## src/rtl/dbpair_pkg.sv

```systemverilog
package dbpair_pkg;

   typedef enum logic [1:0] {
      LD_ZERO   = 2'b00,
      LD_PERIOD = 2'b01,
      LD_EITHER = 2'b10,
      LD_DIRECT = 2'b11
   } ld_mode_e;

   typedef enum logic [1:0] {
      POL_AH  = 2'd0,
      POL_AL  = 2'd1,
      POL_AHC = 2'd2,
      POL_ALC = 2'd3
   } pol_e;

endpackage

```

## src/rtl/dbpair_loader.sv

```systemverilog
module dbpair_loader #(
   parameter int W = 10
) (
   input  logic         clk,
   input  logic         rst_n,
   input  logic [1:0]   mode,
   input  logic         evt_zero,
   input  logic         evt_period,
   input  logic [W-1:0] shadow,
   output logic [W-1:0] active
);
   import dbpair_pkg::*;

   logic load_now;

   // pick the transfer event for this count
   always_comb begin
      case (ld_mode_e'(mode))
         LD_ZERO:   load_now = evt_zero;
         LD_PERIOD: load_now = evt_period;
         LD_EITHER: load_now = evt_zero | evt_period;
         default:   load_now = 1'b1;
      endcase
   end

   always_ff @(posedge clk) begin
      if (!rst_n)        active <= '0;
      else if (load_now) active <= shadow;
   end

endmodule

```

## src/rtl/dbpair_edge_delay.sv

```systemverilog
module dbpair_edge_delay #(
   parameter int W       = 10,
   parameter bit RISING  = 1'b1
) (
   input  logic         clk,
   input  logic         rst_n,
   input  logic         sig_in,
   input  logic [W-1:0] dly,
   output logic         sig_out
);

   logic [W-1:0] cnt;

   generate
      if (RISING) begin : g_rise
         // turn on only after sig_in has stayed high past the count
         always_ff @(posedge clk) begin
            if (!rst_n) begin
               cnt     <= '0;
               sig_out <= 1'b0;
            end else if (!sig_in) begin
               cnt     <= '0;
               sig_out <= 1'b0;
            end else if (cnt >= dly) begin
               sig_out <= 1'b1;
            end else begin
               cnt     <= cnt + 1'b1;
               sig_out <= 1'b0;
            end
         end
      end else begin : g_fall
         // hold high for the count after sig_in drops
         always_ff @(posedge clk) begin
            if (!rst_n) begin
               cnt     <= '0;
               sig_out <= 1'b0;
            end else if (sig_in) begin
               cnt     <= '0;
               sig_out <= 1'b1;
            end else if (cnt >= dly) begin
               sig_out <= 1'b0;
            end else begin
               cnt     <= cnt + 1'b1;
            end
         end
      end
   endgenerate

endmodule

```

## src/rtl/dbpair_outstage.sv

```systemverilog
module dbpair_outstage (
   input  logic       clk,
   input  logic       rst_n,
   input  logic       full_en,
   input  logic [1:0] pol,
   input  logic       red_s,
   input  logic       fed_s,
   input  logic       byp_s,
   output logic       out_a,
   output logic       out_b
);
   import dbpair_pkg::*;

   logic nxt_a, nxt_b;

   // routing and polarity
   always_comb begin
      if (!full_en) begin
         nxt_a = byp_s;
         nxt_b = byp_s;
      end else begin
         case (pol_e'(pol))
            POL_AH:  begin nxt_a =  red_s; nxt_b =  fed_s; end
            POL_AL:  begin nxt_a = ~red_s; nxt_b = ~fed_s; end
            POL_AHC: begin nxt_a =  red_s; nxt_b = ~fed_s; end
            default: begin nxt_a = ~red_s; nxt_b =  fed_s; end
         endcase
      end
   end

   always_ff @(posedge clk) begin
      if (!rst_n) begin
         out_a <= 1'b0;
         out_b <= 1'b0;
      end else begin
         out_a <= nxt_a;
         out_b <= nxt_b;
      end
   end

endmodule

```

## src/rtl/dbpair_gen.sv

```systemverilog
module dbpair_gen #(
   parameter int CNT_W = 10
) (
   input  logic             clk,
   input  logic             rst_n,
   input  logic             pwm_in,
   input  logic             evt_zero,
   input  logic             evt_period,
   input  logic             out_mode,
   input  logic [1:0]       pol_mode,
   input  logic [1:0]       red_load_mode,
   input  logic [1:0]       fed_load_mode,
   input  logic [CNT_W-1:0] red_shadow,
   input  logic [CNT_W-1:0] fed_shadow,
   output logic             out_a,
   output logic             out_b
);

   generate
      if (CNT_W < 1 || CNT_W > 16) begin : g_bad_width
         $error("dbpair_gen: CNT_W must lie in 1..16");
      end
   endgenerate

   logic             pwm_q, byp_q;
   logic             red_s, fed_s;
   logic [CNT_W-1:0] red_act, fed_act;

   // input sample stage, plus a matching stage for the bypass path
   always_ff @(posedge clk) begin
      if (!rst_n) begin
         pwm_q <= 1'b0;
         byp_q <= 1'b0;
      end else begin
         pwm_q <= pwm_in;
         byp_q <= pwm_q;
      end
   end

   dbpair_loader #(.W(CNT_W)) u_red_ld (
      .clk(clk), .rst_n(rst_n), .mode(red_load_mode),
      .evt_zero(evt_zero), .evt_period(evt_period),
      .shadow(red_shadow), .active(red_act)
   );

   dbpair_loader #(.W(CNT_W)) u_fed_ld (
      .clk(clk), .rst_n(rst_n), .mode(fed_load_mode),
      .evt_zero(evt_zero), .evt_period(evt_period),
      .shadow(fed_shadow), .active(fed_act)
   );

   dbpair_edge_delay #(.W(CNT_W), .RISING(1'b1)) u_red_dly (
      .clk(clk), .rst_n(rst_n), .sig_in(pwm_q), .dly(red_act), .sig_out(red_s)
   );

   dbpair_edge_delay #(.W(CNT_W), .RISING(1'b0)) u_fed_dly (
      .clk(clk), .rst_n(rst_n), .sig_in(pwm_q), .dly(fed_act), .sig_out(fed_s)
   );

   dbpair_outstage u_out (
      .clk(clk), .rst_n(rst_n), .full_en(out_mode), .pol(pol_mode),
      .red_s(red_s), .fed_s(fed_s), .byp_s(byp_q),
      .out_a(out_a), .out_b(out_b)
   );

endmodule

```

## config.mk

```make
export PLATFORM = sky130hd
export DESIGN_NAME = dbpair_gen
export DESIGN_NICKNAME = d
export VERILOG_FILES = /design/src/rtl/dbpair_pkg.sv /design/src/rtl/dbpair_loader.sv /design/src/rtl/dbpair_edge_delay.sv /design/src/rtl/dbpair_outstage.sv /design/src/rtl/dbpair_gen.sv
export SDC_FILE = /design/constraint.sdc
export NUM_CORES = 1
export LEC_CHECK = 0
export BUFFER_PORTS_ARGS = -buffer_cell sky130_fd_sc_hd__buf_2
export CAP_MARGIN = 25
export CORE_MARGIN = 2
export CORE_UTILIZATION = 50
export CTS_BUF_LIST = sky130_fd_sc_hd__clkbuf_4
export CTS_CLUSTER_DIAMETER = 100
export DETAILED_ROUTE_END_ITERATION = 10
export PLACE_DENSITY = 0.7
export SYNTH_ARGS = -nofsm -noshare
export SYNTH_HDL_FRONTEND = slang
export SYNTH_HIERARCHICAL = 1
export SYNTH_SLANG_ARGS = --single-unit
```

## constraint.sdc

```tcl
create_clock -name clk -period 1.9 [get_ports clk]
set_input_delay 0.19 -clock clk [delete_from_list [all_inputs] [get_ports clk]]
set_output_delay 0.19 -clock clk [all_outputs]
set_load 0.01 [all_outputs]
```

== Word level (Yosys, flattened, before mapping) ==
Index checks and enable logic that the tools add are counted.
W data, S select, Z words.

* Register bits: 46
* Input port bits: 32
* Output and inout port bits: 2
* Logic and storage cells: 41

* Add/subtract/negate cells: 2
* Order comparisons: 2
* Equal/unequal tests: 6
* Multiplexer cells: 9
* Bitwise logic cells: 4
* Reductions and logical operators: 8

{| class="wikitable"
|+ Operators with widths
! operator !! count
|-
| $add A10 B1 Y10 const B || 2
|-
| $ge A10 B10 Y1 || 2
|-
| $mux W1 || 7
|-
| $eq A2 B1 Y1 const B || 3
|-
| $eq A2 B2 Y1 const B || 3
|-
| $logic_not A2 Y1 || 3
|-
| $pmux W1 S3 || 2
|-
| $reduce_or A2 Y1 || 3
|-
| $not A1 Y1 || 3
|-
| $reduce_and A2 Y1 || 1
|-
| $reduce_bool A2 Y1 || 1
|-
| $or A1 B1 Y1 || 1
|}

== Logic depth before layout (Yosys ltp) ==
Gate-level depths: netlist of the first run.

* Depth after elaboration: 4
* Gate-level depth with buffers: 8
* Depth with buffers taken out: 7

== Modules after synthesis ==
The synthesis of the first run kept the hierarchy.

{| class="wikitable"
|+ Modules (own cells, without submodules)
! module !! times used !! cells an instance !! area an instance (µm²) !! sequential area each (µm²)
|-
| dbpair_edge_delay (u_fed_dly) || 1 || 99 || 850.8 || 220.2
|-
| dbpair_loader || 2 || 46 || 415.4 || 200.2
|-
| dbpair_edge_delay (u_red_dly) || 1 || 98 || 800.8 || 220.2
|-
| dbpair_outstage || 1 || 12 || 108.9 || 40.0
|-
| dbpair_gen || 1 || 4 || 52.6 || 40.0
|}

== Worst setup path after synthesis of the first run ==
No wires, ideal clock.

* Path type: register to register
* Start point: reg u_fed_ld.active[4]
* End point: reg u_fed_dly.cnt[5]
* Setup time: 0.070 ns
* Arrival time: 1.900 ns
* Data required time: 1.830 ns
* Path slack: -0.069 ns
* Cell stages (with the launch flop): 9
* Buffers on the path: 1
* Period minus slack after synthesis: 1.969 ns
* Cell sequence: dfxtp_1 inv_1 ha_1 a21oi_2 a211oi_2 buf_6 or4_4 or3_1 a21oi_1

* Cells in the longest elaborated chain, start to end: 1

{| class="wikitable"
|+ RTL lines
! what !! RTL line !! source
|-
| start, declared || dbpair_loader.sv:10 || <nowiki>output logic [W-1:0] active</nowiki>
|-
| start signal, assigned || dbpair_loader.sv:28 || <nowiki>else if (load_now) active <= shadow;</nowiki>
|-
| $ge A10 B10 Y1 || dbpair_edge_delay.sv:40 || <nowiki>end else if (cnt >= dly) begin</nowiki>
|-
| end signal, assigned || dbpair_edge_delay.sv:43 || <nowiki>cnt <= cnt + 1'b1;</nowiki>
|-
| end, declared || dbpair_edge_delay.sv:12 || <nowiki>logic [W-1:0] cnt;</nowiki>
|}

Every way passes these cells.
A chain may end at the register's enable or synchronous reset.

== Worst setup path after layout of the first run ==
* Start point: reg u_red_dly.cnt[0]
* End point: reg u_red_dly.cnt[4]

* Cells in the longest elaborated chain, start to end: 1
* Elaborated cells on any way between the ends: 2
* Those cells by class: 1 x add/sub; 1 x order compare

{| class="wikitable"
|+ RTL lines
! what !! RTL line !! source
|-
| start, declared || dbpair_edge_delay.sv:12 ||
|-
| start signal, assigned || dbpair_edge_delay.sv:27 || <nowiki>cnt <= cnt + 1'b1;</nowiki>
|-
| $add A10 B1 Y10 or $ge A10 B10 Y1 (tied branches) || dbpair_edge_delay.sv:27, dbpair_edge_delay.sv:24 ||
|}

Several ways; a longest one is shown, not always the timed one.

==> results of run 1 <==
## placed cells by master, fill, tap and decap left out, types with 7 or more instances in the layout
cell type,count
buf_2,33
nand2b_1,8
ha_4,8
a21oi_1,12
o21ai_0,7
nand2_1,56
ha_1,16
dfxtp_2,14
mux2i_1,24
buf_4,34
nand3_1,7
inv_1,20
dfxtp_1,30
## sequential cells by signal, summed over array words and instances, names as in the netlist
name and count:
u_fed_dly/sig_out 1, u_red_dly/sig_out 1, u_red_ld/active 10, u_fed_ld/active 10, u_out/out_a 1, u_out/out_b 1
pwm_q 1, u_red_dly/cnt 10, u_fed_dly/cnt 10, byp_q 1
## what timing repair did
item                                    4_1_cts  5_1_grt
gates cloned                                  1        0
gates resized for setup                      42       26
pin swaps                                    30       17
endpoints found under the hold margin         0        0
setup buffers                                12        1
endpoints found under the setup margin       19       19
## cell usage after synthesis (7+ instances only)
master,number
o21ai_0,10
nand2_1,56
nand2b_1,10
ha_1,24
nor2_1,7
or4_1,7
a21oi_1,18
inv_1,25
nand3_1,9
dfxtp_1,46
mux2i_1,24
## cell families (layout without fill, tap and decap cells)
group	Yosys count	after routing	synth area share, %
flops	46	46	34.8
xor+xnor	1	1	0.331
fa+ha+maj	24	24	11.4
mux	24	24	9.09
compound gates	55	55	14.2
buf+inv	37	106	6.86
simple gates	118	118	23.3
## per-layer routing
metal | up-vias | wire, um
met5 | - | 0
met4 | 0 | 131
met3 | 9 | 230
met2 | 62 | 2580
met1 | 1094 | 2970
li1 | 1211 | -
## cell type report
| cell class | count | area, um2 | share of cell area, % |
|---|---|---|---|
| multi-input combinational | 222 | 1830 | 52.4 |
| clock buffer | 6 | 45.0 | 1.29 |
| clock inverter | 2 | 8.76 | 0.250 |
| sequential | 46 | 946 | 27.0 |
| tap | 70 | 87.6 | 2.50 |
| timing repair buffer | 73 | 488 | 13.9 |
| inverter | 25 | 93.8 | 2.68 |
## power by group
part,switching [mW],leakage [nW],internal [mW],total [mW]
logic,0.222,1.08,0.218,0.440
registers,0.0266,0.384,1.01,1.04
clock network,0.310,0.0331,0.154,0.464
total,0.559,1.50,1.38,1.94
## metrics by stage
step           total power [mW]  setup slack [ns]  setup TNS, ns  instance area (um2)  std cells
3_5_place_dp               1.39            -0.128          -1.53                 3060        423
5_1_grt                    2.05            -0.150          -1.50                 3500        444
6_report                   1.94           -0.0782         -0.424                 3500        444
2_1_floorplan              1.28           -0.0455         -0.113                 2690        305
4_1_cts                    1.93           -0.0529         -0.109                 3380        443
3_3_place_gp               1.38            -0.105          -1.00                 3050        422
## worst max-delay path, delay by kind of cell, from the launching register on
| kind | cells | cell delay, ns |
|---|---|---|
| AOI/OAI and AO/OA | 3 | 0.66 |
| adders and majority gates | 1 | 0.22 |
| buffers and inverters | 1 | 0.05 |
| DFF | 1 | 0.36 |
| and+or+nand+nor | 2 | 0.64 |
## how the worst max path moves through the flow
stage | start | to | slack [ns] | cells past startpoint
detailed placement | u_red_dly/cnt[0] | u_red_dly/cnt[9] | -0.13 | 8
finish | u_red_dly/cnt[0] | u_red_dly/cnt[4] | -0.08 | 7
CTS | u_red_dly/cnt[0] | u_red_dly/cnt[4] | -0.05 | 7
floorplan | u_fed_ld/active[6] | u_fed_dly/cnt[5] | -0.05 | 8
global placement | u_fed_dly/cnt[7] | u_fed_dly/cnt[7] | -0.10 | 7
global route | u_red_dly/cnt[0] | u_red_dly/cnt[4] | -0.15 | 7
==> summary.txt, run 1 <==
Status
  – Status: finished, violations left
  – Failing checks: negative setup slack

Finish
  – Fill cell count: 398
  – Share of post-route cells with drive strength above 1: 38.0%
  – Nets@finish: 429
  – Final Util: 68.6%
  – Synth-to-Final Area Change: 32.5%
  – ANT cells: 0

STA
  – Final worst slack: -0.0782 ns
  – Fmax achieved: 506 MHz
  – Finish-stage setup viols: 12
  – Final min period: 1.98 ns
  – Final Cycle Share: 104%
  – Worst clock skew: 0.0116 ns
  – Worst Hold Slack: 0.0168 ns
  – Max Transition Viols Final: 0
  – Fin. Hold Viols: 0
  – RSZ-0062 raised after global routing: true
  – Slew HR: 69.1%
  – Slew of the pin with the lowest slew margin: 0.464 ns

Synthesis
  – Synth Area per Inst: 8.67 um2
  – Largest cells by area after synthesis: dfxtp_1, ha_1, mux2i_1
  – Post-synth top area share: 34.8%
  – Syn Nets: 361
  – Seq/Total Area, Yosys: 34.8%
  – Synth async-reset ratio: 0%
  – Post-synth EDFFs: 0
  – Dominant synthesized flop cell: dfxtp_1
  – Unique masters post-synth: 45
  – Synth area leader: dfxtp_1
  – Seq cells post-synth: 46
  – Cells after Synth: 305
  – Synth Cell Area: 0.00264 mm2
  – Synth warnings: 6

Global route
  – GRT Max-Usage Layer: met2
  – GR Util met3: 3.65%
  – Remaining Overflow, GRT: 0
  – Grt met2 use: 32.0%
  – GR Layer Usage met1: 28.1%
  – Vias in the first global route: 2,256
  – Gr usage total: 20.3%
  – Initial antenna violation count: 0
  – First-pass GRT wire length: 9900 um
  – Largest net degree at the start of global routing: 41

Run
  – Max Cap Violations: 0

Clocking
  – Clock Path Buffers: 2
  – Htree depth: 2
  – Hold_buf cts: 0
  – Clk_lat worst skew: 0.36 ns
  – Sink Count: 46
  – CTS tree: built
  – CTS buffer count: 5
  – CTS Root Cell: clkbuf_4
  – Clk pin slew, worst setup/hold paths: 0.14 ns

Min path
  – Hold Crit Start: out_mode
  – Hold Crit Depth: 2
  – Type of the tightest min-delay check: in2reg
  – Hold Path End: u_out/out_b

Floorplanning
  – Area of the die: 0.00589 mm2
  – Die Span Y: 76.7 um
  – Num rows: 26
  – Die X: 76.7 um
  – Io pins: 34
  – Starting Density: 51.8%
  – Core ar.: 0.00511 mm2

Worst setup path
  – R2R depth: 7
  – Req. time, crit path: 2.21 ns
  – Critical path capture point type: flop
  – Worst path slowest cell: or4_1
  – Crit path launch type: flop
  – R2R Path End: u_red_dly/cnt[4]
  – Worst path cell trace: inv_2 > ha_4 > nand2b_4 > a21o_1 > a211o_1 > or4_1 > a21oi_2
  – Worst R2R Setup Slack: -0.08 ns
  – CP max FO: 5
  – Critical path's largest stage delay: 0.51 ns
  – R2r startpoint: u_red_dly/cnt[0]
  – Arrival @ worst endpoint: 2.29 ns
  – Critical path type: reg2reg

Drt
  – Initial DRC count: 159
  – Routed via count: 2,376
  – DR WL/cell: 13.3 um
  – DR vias/cell: 5.35
  – DRC Markers: 0
  – Post-route ant nets: 0
  – Drt total wl: 5920 um
  – TritonRoute pass-1 iters: 4

Power
  – Static leakage: 1.50 nW
  – Pwr Density: 555 mW/mm2
  – Peak supply drop: 0.000446 V

Placed design
  – Final Wtd Congestion: 0.851
  – Hpwl dp: 3830 um
  – # port buffers: 33
No activity file was read; power rests on OpenSTA's default activity.
==> run 2, diff against run 1 <==
--- a/config.mk
+++ b/config.mk
@@ -5,6 +5,7 @@
 export SDC_FILE = /design/constraint.sdc
 export NUM_CORES = 1
 export LEC_CHECK = 0
+export ABC_AREA = 1
 export BUFFER_PORTS_ARGS = -buffer_cell sky130_fd_sc_hd__buf_2
 export CAP_MARGIN = 25
 export CORE_MARGIN = 2
==> summary.txt, run 2 <==
Drt
  – DR vias/cell: 4.86
  – Initial DRC count: 114
  – Routed via count: 2,681
  – DRC Markers: 0
  – DR WL/cell: 10.4 um
  – Drt total wl: 5730 um
  – Post-route ant nets: 0
  – TritonRoute pass-1 iters: 4

Worst setup path
  – Crit. Startpoint: u_red_dly/cnt[7]
  – Req. time, crit path: 2.20 ns
  – Crit path launch type: flop
  – Critical path capture point type: flop
  – Worst R2R Setup Slack: 0.21 ns
  – R2r startpoint: u_red_dly/cnt[7]
  – Critical path type: reg2reg
  – Arrival @ worst endpoint: 1.98 ns
  – CP max FO: 12

Global route
  – Initial antenna violation count: 0
  – Vias in the first global route: 2,512
  – Largest net degree at the start of global routing: 22
  – First-pass GRT wire length: 10,300 um
  – Gr usage total: 20.0%
  – Remaining Overflow, GRT: 0

Synthesis
  – Seq/Total Area, Yosys: 31.1%
  – Syn Nets: 499
  – Synth Cell Area: 0.00296 mm2
  – Post-synth EDFFs: 0
  – Post-synth top area share: 31.1%
  – Synth area leader: dfxtp_1
  – Synth Area per Inst: 6.67 um2
  – Most frequent cell after synthesis: nand2_1
  – Post-synth top cells: nand2_1, inv_1, nor2_1
  – Unique masters post-synth: 28
  – Dominant synthesized flop cell: dfxtp_1
  – Synth warnings: 6
  – Largest cells by area after synthesis: dfxtp_1, nand2_1, ha_1
  – Synth async-reset ratio: 0%
  – Cells after Synth: 443
  – Seq cells post-synth: 46

Placed design
  – Hpwl dp: 4290 um
  – Final Wtd Congestion: 0.800
  – # port buffers: 33

STA
  – Final Cycle Share: 88.8%
  – Max Transition Viols Final: 0
  – Fmax achieved: 593 MHz
  – Worst clock skew: 0.00991 ns
  – Slew of the pin with the lowest slew margin: 0.692 ns
  – Final min period: 1.69 ns
  – RSZ-0062 raised after global routing: false
  – Slew HR: 53.7%
  – Fin. Hold Viols: 0
  – Setup TNS: 0 ns
  – Finish-stage setup viols: 0

Finish
  – ANT cells: 0
  – Most frequent cells in the layout: nand2_1, inv_1, nor2_1
  – Fill cell count: 611
  – Nets@finish: 532
  – Most common cell after layout, fill and taps aside: nand2_1
  – Synth-to-Final Area Change: 9.86%
  – Share of post-route cells with drive strength above 1: 15.1%

Power
  – Static leakage: 1.67 nW
  – Pwr Density: 628 mW/mm2
  – Total power: 2.04 mW
  – Peak supply drop: 0.000343 V

Clocking
  – CTS Root Cell: clkbuf_4
  – Clk_lat worst skew: 0.38 ns
  – Clock Path Buffers: 2
  – Setup Fix Bufs, Post-CTS: 0
  – CTS buffer count: 5
  – CTS tree: built
  – Clk pin slew, worst setup/hold paths: 0.14 ns
  – Htree depth: 2
  – Sink Count: 46

Min path
  – Hold Crit Start: rst_n
  – Type of the tightest min-delay check: in2reg

Run
  – Max Cap Violations: 0

Floorplanning
  – Starting Density: 50.8%
  – Core ar.: 0.00582 mm2
  – Area of the die: 0.00654 mm2
  – Io pins: 34
  – Num rows: 28
  – Die Span Y: 80.9 um
  – Die X: 80.9 um

Status
  – Status: completed
==> run 2: critical path, stage by stage, from the launching register on <==
cell and delay (ns):
dfxtp_1 0.38, ha_1 0.32, nand2_1 0.09, nor2_4 0.13, inv_1 0.06, a21oi_1 0.15
nor2_2 0.06, buf_4 0.18, a21oi_1 0.16, nor2_1 0.06
==> run 2: timing repair <==
item / 4_1_cts / 5_1_grt
hold endpoints to repair: 1 / 0
gates resized for setup: 0 / 0
hold buffers: 1 / 0
endpoints found under the setup margin: 0 / 0
==> run 2: path summary, 6_finish.rpt <==
path         depth (start not counted)          endpoint
max                                  9  u_red_dly/cnt[5]
min                                  3             pwm_q
max reg2reg                          9  u_red_dly/cnt[5]
min reg2reg                          2             byp_q
==> run 2: cells by family after synthesis <==
family / after synthesis / share of synthesized area (%)
xor gates and xnor gates: 5 / 1.48
adders and majority gates: 24 / 10.2
AOI/OAI and AO/OA: 48 / 8.72
buffers and inverters: 92 / 13.3
and+or+nand+nor: 228 / 35.2
DFF: 46 / 31.1
==> run 2: power by group <==
| group | internal [mW] | switching (mW) |
|---|---|---|
| clock | 0.276 | 0.341 |
| sequential | 1.02 | 0.0297 |
| combinational | 0.151 | 0.227 |
==> run 2: area by class of cell <==
type / instances / area (um2) / area share [%]
Timing Repair Buffer: 39 / 213 / 6.55
Multi-Input combinational cell: 305 / 1640 / 50.5
Sequential cell: 46 / 921 / 28.4
Clock inverter: 3 / 45.0 / 1.39
Tap cell: 75 / 93.8 / 2.89
Inverter: 79 / 297 / 9.13
Clock buffer: 5 / 37.5 / 1.16
==> run 2: stage by stage <==
| step | util (%) | instances | area (um2) | worst slack, ns | hold slack [ns] |
|---|---|---|---|---|---|
| finish | 55.9 | 552 | 3250 | 0.213 | 0.0440 |
| global placement | 54.3 | 543 | 3160 | 0.276 | 0.375 |
| global route | 55.9 | 552 | 3250 | 0.0365 | 0.0405 |
| detailed placement | 54.3 | 543 | 3160 | 0.228 | 0.377 |
| CTS | 55.9 | 552 | 3250 | 0.204 | 0.0285 |
| floorplan | - | 443 | 2960 | 0.360 | 0.283 |
==> run 2: routing by layer <==
metal | GRT usage, % | vias to the layer above | wire (um)
li1 | - | 1443 | -
met1 | 22.5 | 1194 | 2600
met2 | 36.0 | 31 | 2810
met3 | 4.44 | 13 | 177
met4 | 8.64 | 0 | 143
met5 | 0 | - | 0
==> run 3, diff against run 2 <==
--- a/config.mk
+++ b/config.mk
@@ -5,7 +5,6 @@
 export SDC_FILE = /design/constraint.sdc
 export NUM_CORES = 1
 export LEC_CHECK = 0
-export ABC_AREA = 1
 export BUFFER_PORTS_ARGS = -buffer_cell sky130_fd_sc_hd__buf_2
 export CAP_MARGIN = 25
 export CORE_MARGIN = 2
@@ -14,6 +13,7 @@
 export CTS_CLUSTER_DIAMETER = 100
 export DETAILED_ROUTE_END_ITERATION = 10
 export PLACE_DENSITY = 0.7
+export RECOVER_POWER = 50
 export SYNTH_ARGS = -nofsm -noshare
 export SYNTH_HDL_FRONTEND = slang
 export SYNTH_HIERARCHICAL = 1
==> summary.txt, run 3 (synthesis gave the netlist of run 1 again) <==
Placed design
  – Final Wtd Congestion: 0.851
  – Hpwl dp: 3830 um
  – Cell total after placement: 423
  – # port buffers: 33

Worst setup path
  – Arrival @ worst endpoint: 2.29 ns
  – Req. time, crit path: 2.21 ns
  – Critical path type: reg2reg
  – CP max FO: 5
  – Crit path launch type: flop
  – Critical path capture point type: flop

Clocking
  – CTS buffer count: 5
  – Htree depth: 2
  – Sink Count: 46
  – Clock Path Buffers: 2
  – Hold_buf cts: 0
  – CTS Root Cell: clkbuf_4
  – CTS tree: built
  – Clk_lat worst skew: 0.36 ns
  – Clk pin slew, worst setup/hold paths: 0.14 ns

Run
  – Max Cap Violations: 0

Global route
  – Largest net degree at the start of global routing: 41
  – Initial antenna violation count: 0
  – Vias in the first global route: 2,256
  – Remaining Overflow, GRT: 0
  – Gr usage total: 20.3%
  – First-pass GRT wire length: 9900 um

Min path
  – Type of the tightest min-delay check: in2reg

Power
  – Peak supply drop: 0.000447 V
  – Pwr Density: 555 mW/mm2
  – Reg power frac: 53.5%
  – Total power: 1.94 mW
  – Static leakage: 1.50 nW
  – Internal power: 1.38 mW
  – Clock power frac: 23.9%
  – Logic gate share of total power: 22.6%
  – Sw Pwr: 0.559 mW
  – Sw Ratio: 28.8%

STA
  – Final min period: 1.98 ns
  – Setup TNS: -0.435 ns
  – Final Cycle Share: 104%
  – Final worst slack: -0.0788 ns
  – Slew of the pin with the lowest slew margin: 0.728 ns
  – Fmax achieved: 505 MHz
  – Max Transition Viols Final: 0
  – Worst clock skew: 0.0138 ns
  – Finish-stage setup viols: 13
  – Slew HR: 51.5%
  – Fin. Hold Viols: 0
  – RSZ-0062 raised after global routing: true
  – Worst Hold Slack: 0.0158 ns

Status
  – Failing checks: negative setup slack
  – Status: finished, violations left

Floorplanning
  – Area of the die: 0.00589 mm2
  – Io pins: 34
  – Starting Density: 51.8%
  – Num rows: 26
  – Die X: 76.7 um
  – Core ar.: 0.00511 mm2
  – Die Span Y: 76.7 um

Drt
  – DRC Markers: 0
  – DR vias/cell: 5.32
  – Routed via count: 2,364
  – TritonRoute pass-1 iters: 4
  – Drt total wl: 5920 um
  – Initial DRC count: 161
  – DR WL/cell: 13.3 um
  – Post-route ant nets: 0

Finish
  – Nets@finish: 429
  – Non-Filler Instances: 444
  – ANT cells: 0
  – Most frequent cells in the layout: nand2_1, buf_2, buf_4
  – Most common cell after layout, fill and taps aside: nand2_1
  – Share of post-route cells with drive strength above 1: 38.0%
  – Fill cell count: 399
  – Synth-to-Final Area Change: 32.4%
## run 3: cell count changes in the layout (fill, tap and decap cells not counted), moves of 14 or more
| cell | previous run | this run |
|---|---|---|
| dfxtp_2 | 0 | 14 |
| nor2_1 | 48 | 6 |
| mux2i_1 | 0 | 24 |
| nand2_1 | 112 | 56 |
| nand3_1 | 40 | 7 |
| inv_1 | 75 | 20 |
| dfxtp_1 | 46 | 30 |
| a21oi_1 | 42 | 12 |
| buf_4 | 5 | 33 |
## run 3: final timing paths
path | cells after the start | endpoint | slack (ns) | startpoint
worst max-delay path | 7 | u_red_dly/cnt[4] | -0.08 | u_red_dly/cnt[0]
worst min-delay path | 2 | u_out/out_b | 0.02 | out_mode
worst max register to register | 7 | u_red_dly/cnt[4] | -0.08 | u_red_dly/cnt[0]
worst min register to register | 2 | u_red_ld/active[8] | 0.47 | u_red_ld/active[8]
## run 3: area by class of cell
type | count | area, um2 | share of cell area, %
sequential | 46 | 946 | 27.0
tap | 70 | 87.6 | 2.50
multi-input combinational | 222 | 1830 | 52.4
clock buffer | 6 | 45.0 | 1.29
inverter | 25 | 93.8 | 2.68
clock inverter | 2 | 8.76 | 0.250
timing repair buffer | 73 | 485 | 13.9
## run 3: critical path, stage by stage, from the launching register on
cell      delay, ns
dfxtp_2        0.37
inv_2          0.05
ha_4           0.22
nand2b_4       0.13
a21o_1         0.17
a211o_1        0.37
or4_1          0.51
a21oi_2        0.12
## run 3: timing repair
action                                 CTS  global route
cloned                                   1             0
resized for setup                       42            26
endpoints found under the hold margin    0             0
setup endpoints to repair               19            19
setup buffers                           12             1
pin swaps                               30            17
## run 3: metal layers
layer | vias to the layer above | track usage (%) | routed length (um)
li1 | 1212 | - | -
met1 | 1089 | 28.1 | 2970
met2 | 55 | 32.0 | 2600
met3 | 8 | 3.65 | 224
met4 | 0 | 6.55 | 131
met5 | - | 0 | 0
## run 3: power groups by stage
stage          Clock [mW]  Sequential [mW]  Combinational, mW
3_5_place_dp            0             1.06              0.333
5_1_grt             0.520             1.05              0.487
3_3_place_gp            0             1.06              0.323
2_1_floorplan           0             1.06              0.225
4_1_cts             0.483             1.04              0.408
6_report            0.465             1.04              0.439
## run 3: stage by stage
| stage | setup WS, ns | utilization, % | instance area (um2) |
|---|---|---|---|
| 6_report | -0.0788 | 68.5 | 3500 |
| 5_1_grt | -0.150 | 68.5 | 3500 |
| 4_1_cts | -0.0529 | 66.1 | 3380 |
| 3_5_place_dp | -0.128 | 59.8 | 3060 |
| 3_3_place_gp | -0.105 | 59.7 | 3050 |
| 2_1_floorplan | -0.0455 | - | 2690 |
